--- config.mk ---
export PLATFORM = sky130hd
export DESIGN_NAME = can_bit_timer
export DESIGN_NICKNAME = d
export VERILOG_FILES = /design/src/rtl/can_bt_pkg.sv /design/src/rtl/can_bt_prescaler.sv /design/src/rtl/can_bt_rxsync.sv /design/src/rtl/can_bt_seq.sv /design/src/rtl/can_bit_timer.sv
export SDC_FILE = /design/constraint.sdc
export NUM_CORES = 1
export LEC_CHECK = 0
export CAP_MARGIN = 20
export CORE_MARGIN = 5
export CORE_UTILIZATION = 30
export DETAILED_ROUTE_END_ITERATION = 10
export DONT_BUFFER_PORTS = 1
export HOLD_SLACK_MARGIN = 0.03
export PLACE_DENSITY = 0.56
export SETUP_SLACK_MARGIN = 0.02
export SLEW_MARGIN = 10
export SYNTH_ARGS = -nofsm -noshare
export SYNTH_HDL_FRONTEND = slang
export SYNTH_HIERARCHICAL = 1
export SYNTH_SLANG_ARGS = --single-unit
--- constraint.sdc ---
create_clock -name clk -period 4.9 [get_ports clk]
set_clock_uncertainty 0.1 [all_clocks]
set_input_delay 0.49 -clock clk [delete_from_list [all_inputs] [get_ports clk]]
set_output_delay 0.49 -clock clk [all_outputs]
set_load 0.02 [all_outputs]
--- src/rtl/can_bt_pkg.sv ---
`timescale 1ns/1ps
package can_bt_pkg;

    // Segment currently being timed inside a bit
    typedef enum logic [1:0] {
        SEG_SYNC = 2'd0,
        SEG_ONE  = 2'd1,
        SEG_TWO  = 2'd2
    } seg_e;

endpackage

--- src/rtl/can_bt_prescaler.sv ---
`timescale 1ns/1ps
module can_bt_prescaler #(
    parameter int BRP_W = 6
) (
    input  logic             clk,
    input  logic             rst_n,
    input  logic [BRP_W-1:0] brp_i,
    output logic             tick_o
);

    logic [BRP_W-1:0] lim;
    logic [BRP_W-1:0] cnt_d, cnt_q;
    logic             tick;

    always_comb begin
        lim   = (brp_i == '0) ? '0 : brp_i - BRP_W'(1);
        tick  = (cnt_q >= lim);
        cnt_d = tick ? '0 : cnt_q + BRP_W'(1);
    end

    always_ff @(posedge clk or negedge rst_n) begin
        if (!rst_n) cnt_q <= '0;
        else        cnt_q <= cnt_d;
    end

    assign tick_o = tick && rst_n;

    // A quantum longer than one cycle never yields back-to-back ticks
    assert_tick_spacing_R1: assert property (@(posedge clk) disable iff (!rst_n)
        (tick_o && brp_i > BRP_W'(1)) |=> (!tick_o || brp_i <= BRP_W'(1)));

endmodule

--- src/rtl/can_bt_rxsync.sv ---
`timescale 1ns/1ps
module can_bt_rxsync (
    input  logic clk,
    input  logic rst_n,
    input  logic rx_i,
    output logic rx_o,
    output logic fall_o
);

    // [0] first stage, [1] second stage, [2] previous synchronized level
    logic [2:0] sh_d, sh_q;

    always_comb begin
        sh_d = {sh_q[1:0], rx_i};
    end

    always_ff @(posedge clk or negedge rst_n) begin
        if (!rst_n) sh_q <= 3'b111;
        else        sh_q <= sh_d;
    end

    assign rx_o   = sh_q[1];
    assign fall_o = sh_q[2] & ~sh_q[1];

    // A detected falling edge reflects a dominant level two cycles earlier
    assert_fall_latency_R4: assert property (@(posedge clk) disable iff (!rst_n)
        fall_o |-> ($past(rx_i, 2) == 1'b0));

endmodule

--- src/rtl/can_bt_seq.sv ---
`timescale 1ns/1ps
module can_bt_seq
    import can_bt_pkg::*;
#(
    parameter int SEG_W = 4,
    parameter int SJW_W = 3
) (
    input  logic             clk,
    input  logic             rst_n,
    input  logic             tick_i,
    input  logic             fall_i,
    input  logic             rx_i,
    input  logic             idle_i,
    input  logic [SEG_W-1:0] prop_i,
    input  logic [SEG_W-1:0] ph1_i,
    input  logic [SEG_W-1:0] ph2_i,
    input  logic [SJW_W-1:0] sjw_i,
    output logic             sample_o,
    output logic             txpt_o,
    output logic             bit_o
);

    localparam int CNT_W = SEG_W + 2;

    typedef struct packed {
        seg_e             seg;
        logic [CNT_W-1:0] cnt;   // quantum index inside the segment
        logic [CNT_W-1:0] ext;   // lengthening applied to segment one
        logic             done;  // a correction already used in this bit
        logic             pend;  // edge seen since the last tick
        logic             smp;
        logic             txp;
        logic             bitv;
    } st_t;

    localparam st_t ST_RST = '{seg: SEG_SYNC, cnt: '0, ext: '0, done: 1'b0,
                               pend: 1'b0, smp: 1'b0, txp: 1'b0, bitv: 1'b1};

    st_t q, d;

    logic [CNT_W-1:0] len1, len2, jw, err1, ext_new, rem2, cut2, nxt2;
    logic             edge_now, act;

    always_comb begin
        len1     = CNT_W'(prop_i) + CNT_W'(ph1_i);
        len2     = CNT_W'(ph2_i);
        jw       = CNT_W'(sjw_i);
        edge_now = q.pend | fall_i;
        act      = edge_now & ~q.done;

        // positive error: quanta elapsed after the sync quantum
        err1    = q.cnt + CNT_W'(1);
        ext_new = q.ext;
        if (act && q.seg == SEG_ONE) begin
            ext_new = (err1 < jw) ? err1 : jw;
        end

        // negative error: quanta still left in segment two after this one
        rem2 = ((q.cnt + CNT_W'(1)) < len2) ? (len2 - q.cnt - CNT_W'(1)) : '0;
        cut2 = '0;
        if (act) begin
            cut2 = (rem2 < jw) ? rem2 : jw;
        end
        nxt2 = q.cnt + CNT_W'(1) + cut2;

        d      = q;
        d.smp  = 1'b0;
        d.txp  = 1'b0;
        d.pend = edge_now;

        if (tick_i) begin
            d.pend = 1'b0;
            if (edge_now && idle_i) begin
                d.seg  = SEG_SYNC;
                d.cnt  = '0;
                d.ext  = '0;
                d.done = 1'b0;
                d.txp  = 1'b1;
            end else begin
                unique case (q.seg)
                    SEG_SYNC: begin
                        d.seg = SEG_ONE;
                        d.cnt = '0;
                        if (act) d.done = 1'b1;
                    end
                    SEG_ONE: begin
                        d.ext = ext_new;
                        if (act) d.done = 1'b1;
                        if (err1 >= len1 + ext_new) begin
                            d.seg  = SEG_TWO;
                            d.cnt  = '0;
                            d.smp  = 1'b1;
                            d.bitv = rx_i;
                        end else begin
                            d.cnt = err1;
                        end
                    end
                    default: begin
                        if (act) d.done = 1'b1;
                        if (nxt2 >= len2) begin
                            d.seg  = SEG_SYNC;
                            d.cnt  = '0;
                            d.ext  = '0;
                            d.done = 1'b0;
                            d.txp  = 1'b1;
                        end else begin
                            d.cnt = nxt2;
                        end
                    end
                endcase
            end
        end
    end

    always_ff @(posedge clk or negedge rst_n) begin
        if (!rst_n) q <= ST_RST;
        else        q <= d;
    end

    assign sample_o = q.smp;
    assign txpt_o   = q.txp;
    assign bit_o    = q.bitv;

    logic [CNT_W-1:0] ext_mon;
    assign ext_mon = q.ext;

    assert_sample_after_tick_R3: assert property (@(posedge clk) disable iff (!rst_n)
        sample_o |-> $past(tick_i));

    assert_strobe_exclusive_R3: assert property (@(posedge clk) disable iff (!rst_n)
        !(sample_o && txpt_o));

    assert_ext_within_jump_R4: assert property (@(posedge clk) disable iff (!rst_n)
        ext_mon <= jw);

    assert_single_correction_R7: assert property (@(posedge clk) disable iff (!rst_n)
        (tick_i && q.done && q.seg == SEG_ONE && !idle_i) |=> $stable(ext_mon));

    assert_hard_sync_restart_R8: assert property (@(posedge clk) disable iff (!rst_n)
        (tick_i && (q.pend || fall_i) && idle_i) |=> (txpt_o && !sample_o));

endmodule

--- src/rtl/can_bit_timer.sv ---
`timescale 1ns/1ps
module can_bit_timer #(
    parameter int BRP_W = 6,
    parameter int SEG_W = 4,
    parameter int SJW_W = 3
) (
    input  logic             clk,
    input  logic             rst_n,
    input  logic             rx_i,
    input  logic             bus_idle_i,
    input  logic [BRP_W-1:0] prescale_i,
    input  logic [SEG_W-1:0] prop_seg_i,
    input  logic [SEG_W-1:0] phase1_i,
    input  logic [SEG_W-1:0] phase2_i,
    input  logic [SJW_W-1:0] jump_width_i,
    output logic             tq_tick_o,
    output logic             sample_o,
    output logic             tx_point_o,
    output logic             rx_bit_o
);

    logic tick;
    logic rx_sync;
    logic rx_fall;

    can_bt_prescaler #(.BRP_W(BRP_W)) u_presc (
        .clk   (clk),
        .rst_n (rst_n),
        .brp_i (prescale_i),
        .tick_o(tick)
    );

    can_bt_rxsync u_rxsync (
        .clk   (clk),
        .rst_n (rst_n),
        .rx_i  (rx_i),
        .rx_o  (rx_sync),
        .fall_o(rx_fall)
    );

    can_bt_seq #(.SEG_W(SEG_W), .SJW_W(SJW_W)) u_seq (
        .clk     (clk),
        .rst_n   (rst_n),
        .tick_i  (tick),
        .fall_i  (rx_fall),
        .rx_i    (rx_sync),
        .idle_i  (bus_idle_i),
        .prop_i  (prop_seg_i),
        .ph1_i   (phase1_i),
        .ph2_i   (phase2_i),
        .sjw_i   (jump_width_i),
        .sample_o(sample_o),
        .txpt_o  (tx_point_o),
        .bit_o   (rx_bit_o)
    );

    assign tq_tick_o = tick;

endmodule

[Word level (Yosys, flattened, before mapping)]
Index checks and enable logic that the tools add are counted.
Storage, ports and cells
  bits of input ports: 25
  register bits after elaboration: 28
  output and inout port bits: 4
Operators by class
  $lt $le $gt $ge: 6
  add/subtract/negate cells: 8
  reduce and logical (&&, ||, !) cells: 11
  bitwise logic cells: 6
  mux-type cells: 27
  equal/unequal tests: 3
Operators by type and width (number)
  $mux 6: 9
  $pmux 8 s2: 1
  $mux 15: 1
  $add 6x1->6 const B: 2
  $add 6x6->6: 2
  $ge 6x6->1: 2
  $lt 6x3->1: 2
  $pmux 6 s2: 1
  $sub 6x1->6 const B: 2
  $mux 1: 11
  $mux 7: 1
  $ge 6x4->1: 1
  $logic_not 6->1: 1
  $lt 6x4->1: 1
  $reduce_and 3->1: 2
  $sub 4x6->6: 1
  $add 4x4->5: 1
  $mux 2: 2
  $mux 4: 1
  $reduce_and 4->1: 1
  $reduce_bool 4->1: 1
  $logic_and 1x1->1: 3
  $ne 3x3->1 const B: 1
  $not 1->1: 3
  7 further kinds: 8

[Depth between registers and ports, before layout]
  depth after elaboration: 12
  mapped depth: 23
  mapped depth without buffers: 23

[Cells and area by module]
Netlist, hierarchy kept.
Modules (own cells, without submodules)
  can_bt_seq: cells an instance 254, seq. area each 476.7 um^2, times used 1, area each 2252.2 um^2
  can_bt_prescaler: cells an instance 56, seq. area each 150.1 um^2, times used 1, area each 498.0 um^2
  can_bt_rxsync: cells an instance 4, seq. area each 78.8 um^2, times used 1, area each 92.6 um^2

[Worst setup path before layout]
Ideal clock, no wire load.
  path kind: register to register
  from: reg u_seq/q[11] (netlist name)
  to: reg u_seq.q (netlist bit u_seq/bit_o)
  buffers on the path: 0
  required time: 4718 ps
  cell stages (with the launch flop): 21
  arrival: 4894 ps
  period minus slack after synthesis: 5076 ps
  setup slack: -176 ps
  cell sequence: dfrtp_1 -> ha_1 -> xor2_1 -> ha_1 -> a21oi_1 -> nand3b_1 -> mux2i_1 -> mux2_2 -> fa_1 -> inv_1 -> ha_1 -> fa_1 -> a21o_1 -> a21oi_1 -> xnor2_1 -> ha_1 -> nand3_1 -> nor3_1 -> nor2_1 -> nor2_1 -> mux2_2
Between the ends
  longest elaborated chain between the ends: 7
Ends and longest elaborated chain
  start, declared: RTL line can_bt_seq.sv:39  | st_t q, d;
  start signal, assigned: RTL line can_bt_seq.sv:116  | if (!rst_n) q <= ST_RST;
  start signal, assigned: RTL line can_bt_seq.sv:117  | else q <= d;
  $add 6x1->6 (*): RTL line can_bt_seq.sv:52  | err1 = q.cnt + CNT_W'(1);
  $lt 6x3->1: RTL line can_bt_seq.sv:55  | ext_new = (err1 < jw) ? err1 : jw;
  $mux 6: RTL line can_bt_seq.sv:55
  $mux 6: RTL line can_bt_seq.sv:54  | if (act && q.seg == SEG_ONE) begin
  $add 6x6->6: RTL line can_bt_seq.sv:89  | if (err1 >= len1 + ext_new) begin
  $ge 6x6->1 (*): RTL line can_bt_seq.sv:89
  $reduce_and 4->1 (no line) (*)
Mark *: on every way between the ends. The rest lies on a longest branch, timed or not.
A chain may end at the register's enable or synchronous reset.

[Worst setup path in the final report]
  from: reg u_seq/q[12] (netlist name)
  to: reg u_seq/q[12] (netlist name)
Between the ends
  longest elaborated chain between the ends: 11
  elaborated cells between the ends (all ways): 19
Ends and longest elaborated chain
  $sub 4x6->6 or $add 6x1->6 (tied branches): RTL line can_bt_seq.sv:59, can_bt_seq.sv:52, can_bt_seq.sv:64
  $sub 6x1->6 or $lt 6x4->1 (tied branches): RTL line can_bt_seq.sv:59  | rem2 = ((q.cnt + CNT_W'(1)) < len2) ? (len2 - q.cnt - CNT_W'(1)) : '0;
  $mux 6: RTL line can_bt_seq.sv:59
  $lt 6x3->1: RTL line can_bt_seq.sv:62  | cut2 = (rem2 < jw) ? rem2 : jw;
  $mux 6: RTL line can_bt_seq.sv:62
  $mux 6: RTL line can_bt_seq.sv:61  | if (act) begin
  $add 6x6->6: RTL line can_bt_seq.sv:64  | nxt2 = q.cnt + CNT_W'(1) + cut2;
  $ge 6x4->1: RTL line can_bt_seq.sv:100  | if (nxt2 >= len2) begin
  $mux 6: RTL line can_bt_seq.sv:100
  $pmux 8 s2 (*): RTL line can_bt_seq.sv:80  | unique case (q.seg)
  $mux 15 (*): RTL line can_bt_seq.sv:73  | if (edge_now && idle_i) begin
Marks and branches as above.

==> flow_summary_export.csv <==
group,metric,value,unit
final_layout,diode_insertion_count_for_antenna_repair,0,
critical_path,critPathKind,"flip-flop to flip-flop",
yosys,syn-cell-area,0.00284,mm²
sta,hold_ws,101,ps
grt,grt_usage,12.6,%
grt,grt.met1_usage,15.6,%
yosys,synthDominantCellAreaShare,21.1,%
grt,grt_first_pass_wirelength,11.9,mm
critical_path,crit_path_start,"u_seq/q[12]",
detailed_routing,route.antenna.remaining_nets,0,
clock_network,clock_tree.buffer_depth,2,
grt,grt_busiest_layer,"met2",
yosys,post_synth.cell_area_avg,9.05,µm²
power_and_ir_drop,vdd.ir_drop.worst,0.000220,V
yosys,top_ff_cell_synth,"dfrtp_1",
yosys,synthDominantAreaCellType,"dfrtp_1",
critical_path,critPathRequiredTime,4990,ps
flow_run,maxcap_violations,0,
clock_network,ctsRootBufferMaster,"clkbuf_8",
final_layout,mostFrequentLayoutCell,"buf_4",
die,die_h,107,µm
detailed_routing,avgRoutedWirePerCell,14.2,µm
critical_path,r2r-start,"u_seq/q[12]",
clock_network,tritoncts_clock_tree,"built",
sta,clock.fmax,201,MHz
die,floorplan.initialDensity,30.8,%
place,setup_slack_placement,-317,ps
detailed_routing,routed_via_density,4.87,
detailed_routing,drt_wl_total,7.21,mm
critical_path,timing.rr.end,"u_seq/q[12]",
sta,postLayoutSetupSlackWorst,-63.8,ps
die,floorplan.die_area,0.0115,mm²
status,status,"complete, but fails checks",
final_layout,most-common-layout-cells,"buf_4, inv_1, ha_1",
grt,initial_antenna_violation_count,0,
yosys,number_of_synthesized_flops_with_an_enable_pin,0,
sta,final_max_slew_viol_count,0,
power_and_ir_drop,cellLeakagePower,1.79,nW
sta,setup_viol_count_final,3,
detailed_routing,first_iter_violations,111,
die,top_level_ports,29,
sta,tightestPinTransition,655,ps
hold_path,timing.hold.worst.class,"input pin to flip-flop",
yosys,synthArstFlopShare,100,%
final_layout,final_nets,452,
final_layout,area_delta_synth_final,34.9,%
clock_network,cts.reportedPaths.clkPinSlew,100,ps
sta,fin_crit,4960,ps
critical_path,critPathCapture,"u_seq/q[12]",
grt,grt.met3_usage,1.56,%
critical_path,critical_path_arrival,5050,ps
critical_path,rrSetupSlack,-60,ps
die,dieWidth,107,µm
yosys,synth-warning-count,6,
yosys,synth_sequential_area_ratio,24.8,%
critical_path,timing.reg2reg.worst_path_depth,24,
place,routabilityCongestion,0.795,
clock_network,numCtsBuffers,3,
grt,vias_in_the_first_global_route,2551,
detailed_routing,first_pass_iters,4,
place,hpwl_after_detailed_placement,5.48,mm
sta,timing_hold_violations_final,0,
detailed_routing,num_vias,2469,
yosys,ys_types,58,
clock_network,clock-sinks,28,
place,portBuffers,0,
yosys,post_synth_inst_count,314,
die,placementRows,35,
critical_path,critical_path_peak_fanout,8,
sta,layout_worst_path_cycle_share,101,%
die,placeableCoreArea,0.00924,mm²
critical_path,cp-start-kind,"flip-flop",
final_layout,final-instance-count-excl-fill,507,
yosys,synth.top_cells.by_area,"dfrtp_1, ha_1, inv_1",
clock_network,insertion_delay,280,ps
detailed_routing,drt_drc_violations_left,0,
sta,headroom_to_the_max_slew_limit,55.9,%
grt,congestion_overflow_gr,0,
critical_path,endpoint_kind,"flip-flop",
final_layout,drive_above_1_share,35.4,%
clock_network,depth_of_the_cts_h_tree,1,
power_and_ir_drop,power_density,494,mW/mm²
status,violations,"setup timing",
place,place.detailed.instances,481,
sta,grt_setup_unrepaired,"yes",
grt,largest_net_degree_at_the_start_of_global_routing,29,
yosys,ys_seq_elements,28,
grt,met2_usage,23.5,%
what timing repair did:
item	4_1_cts	5_1_grt
setup endpoints to repair	18	18
hold endpoints to repair	28	0
gates resized for setup	39	26
hold buffers	2	0
pin swaps	24	32
setup buffers	13	8
logic make-up (layout without fill, tap and decap cells):
family                   Yosys count  in the layout  share of synthesized area, %
flip-flops                        28             28                          24.8
other                              1              2                         0.132
XOR/XNOR                          19             19                          6.12
buffers and inverters             45            108                          6.21
adder cells (fa/ha/maj)           48             48                          23.0
AND/OR/NAND/NOR                   96             96                          18.8
AO/OA/AOI/OAI                     67             67                          17.0
multiplexers                      10             10                          3.92
registers in the layout (all words and copies together) (netlist names):
signal,flops
u_seq/ext_mon,6
u_rxsync/sh_q,3
u_seq/sample_o,1
u_presc/cnt_q,6
u_seq/txpt_o,1
u_seq/bit_o,1
u_seq/q,10
synthesized netlist by cell type, types with 5 or more instances:
library cell / instances
a21oi_1: 19
dfrtp_1: 24
fa_1: 7
ha_1: 41
inv_1: 42
nand2_1: 21
nand2b_1: 8
nand3_1: 11
nand4_1: 5
nor2_1: 19
nor2b_1: 7
o21ai_0: 15
xnor2_1: 8
xor2_1: 10
per-layer routing:
metal	wire, µm	vias up	share of wire [%]
li1	-	1225	-
met1	3180	1197	44
met2	3750	36	52
met3	179	11	2.5
met4	102	0	1.4
met5	0	-	0
per-stage QoR:
stage	total power [mW]	instance area (µm²)	util, %	TNS [ps]
2_1_floorplan	1.07	2870	-	0
3_3_place_gp	1.40	3310	35.8	-2180
3_5_place_dp	1.42	3310	35.8	-3180
4_1_cts	1.74	3650	39.5	-51.8
5_1_grt	2.07	3830	41.5	-3700
6_report	1.89	3830	41.5	-64.6
cell type report:
type	count	area [µm²]
inverter	43	164
clock buffer	4	55.1
fill	890	5410
sequential	28	708
tap	129	161
timing repair buffer	61	504
multi-input combinational	242	2240
power by group:
| part | switching, mW | internal, mW |
|---|---|---|
| Clock | 0.0738 | 0.0721 |
| Combinational | 0.686 | 0.706 |
| Sequential | 0.0617 | 0.294 |
worst min-delay path by stage:
stage / start / endpoint / slack [ps] / depth (start not counted)
final: rx_i / u_rxsync/sh_q[0] / 100 / 0
after global routing: rx_i / u_rxsync/sh_q[0] / 80 / 0
after CTS: rx_i / u_rxsync/sh_q[0] / 90 / 0
after detailed placement: rst_n / u_seq/q[15] / 100 / 0
after global placement: rst_n / u_seq/q[15] / 100 / 0
after floorplan: rst_n / u_presc/cnt_q[0] / 90 / 0
worst max-delay path, stage by stage (launching register included):
cell and delay [ps]:
dfrtp_2 430, inv_2 70, nor3_4 220, xnor2_2 150, ha_1 280, a21oi_2 170, o211a_4 170, and2_4 150
ha_4 200, a21oi_4 170, o21ai_2 90, nor3_4 160, o21bai_4 190, mux2i_1 220, ha_1 260, a21o_1 170
a21oi_2 170, xnor2_2 150, ha_1 260, o21ai_1 90, a21oi_2 70, a2111oi_4 310, buf_4 190, nand3_4 150
o311ai_2 280
No activity file was read; power rests on OpenSTA's default activity.
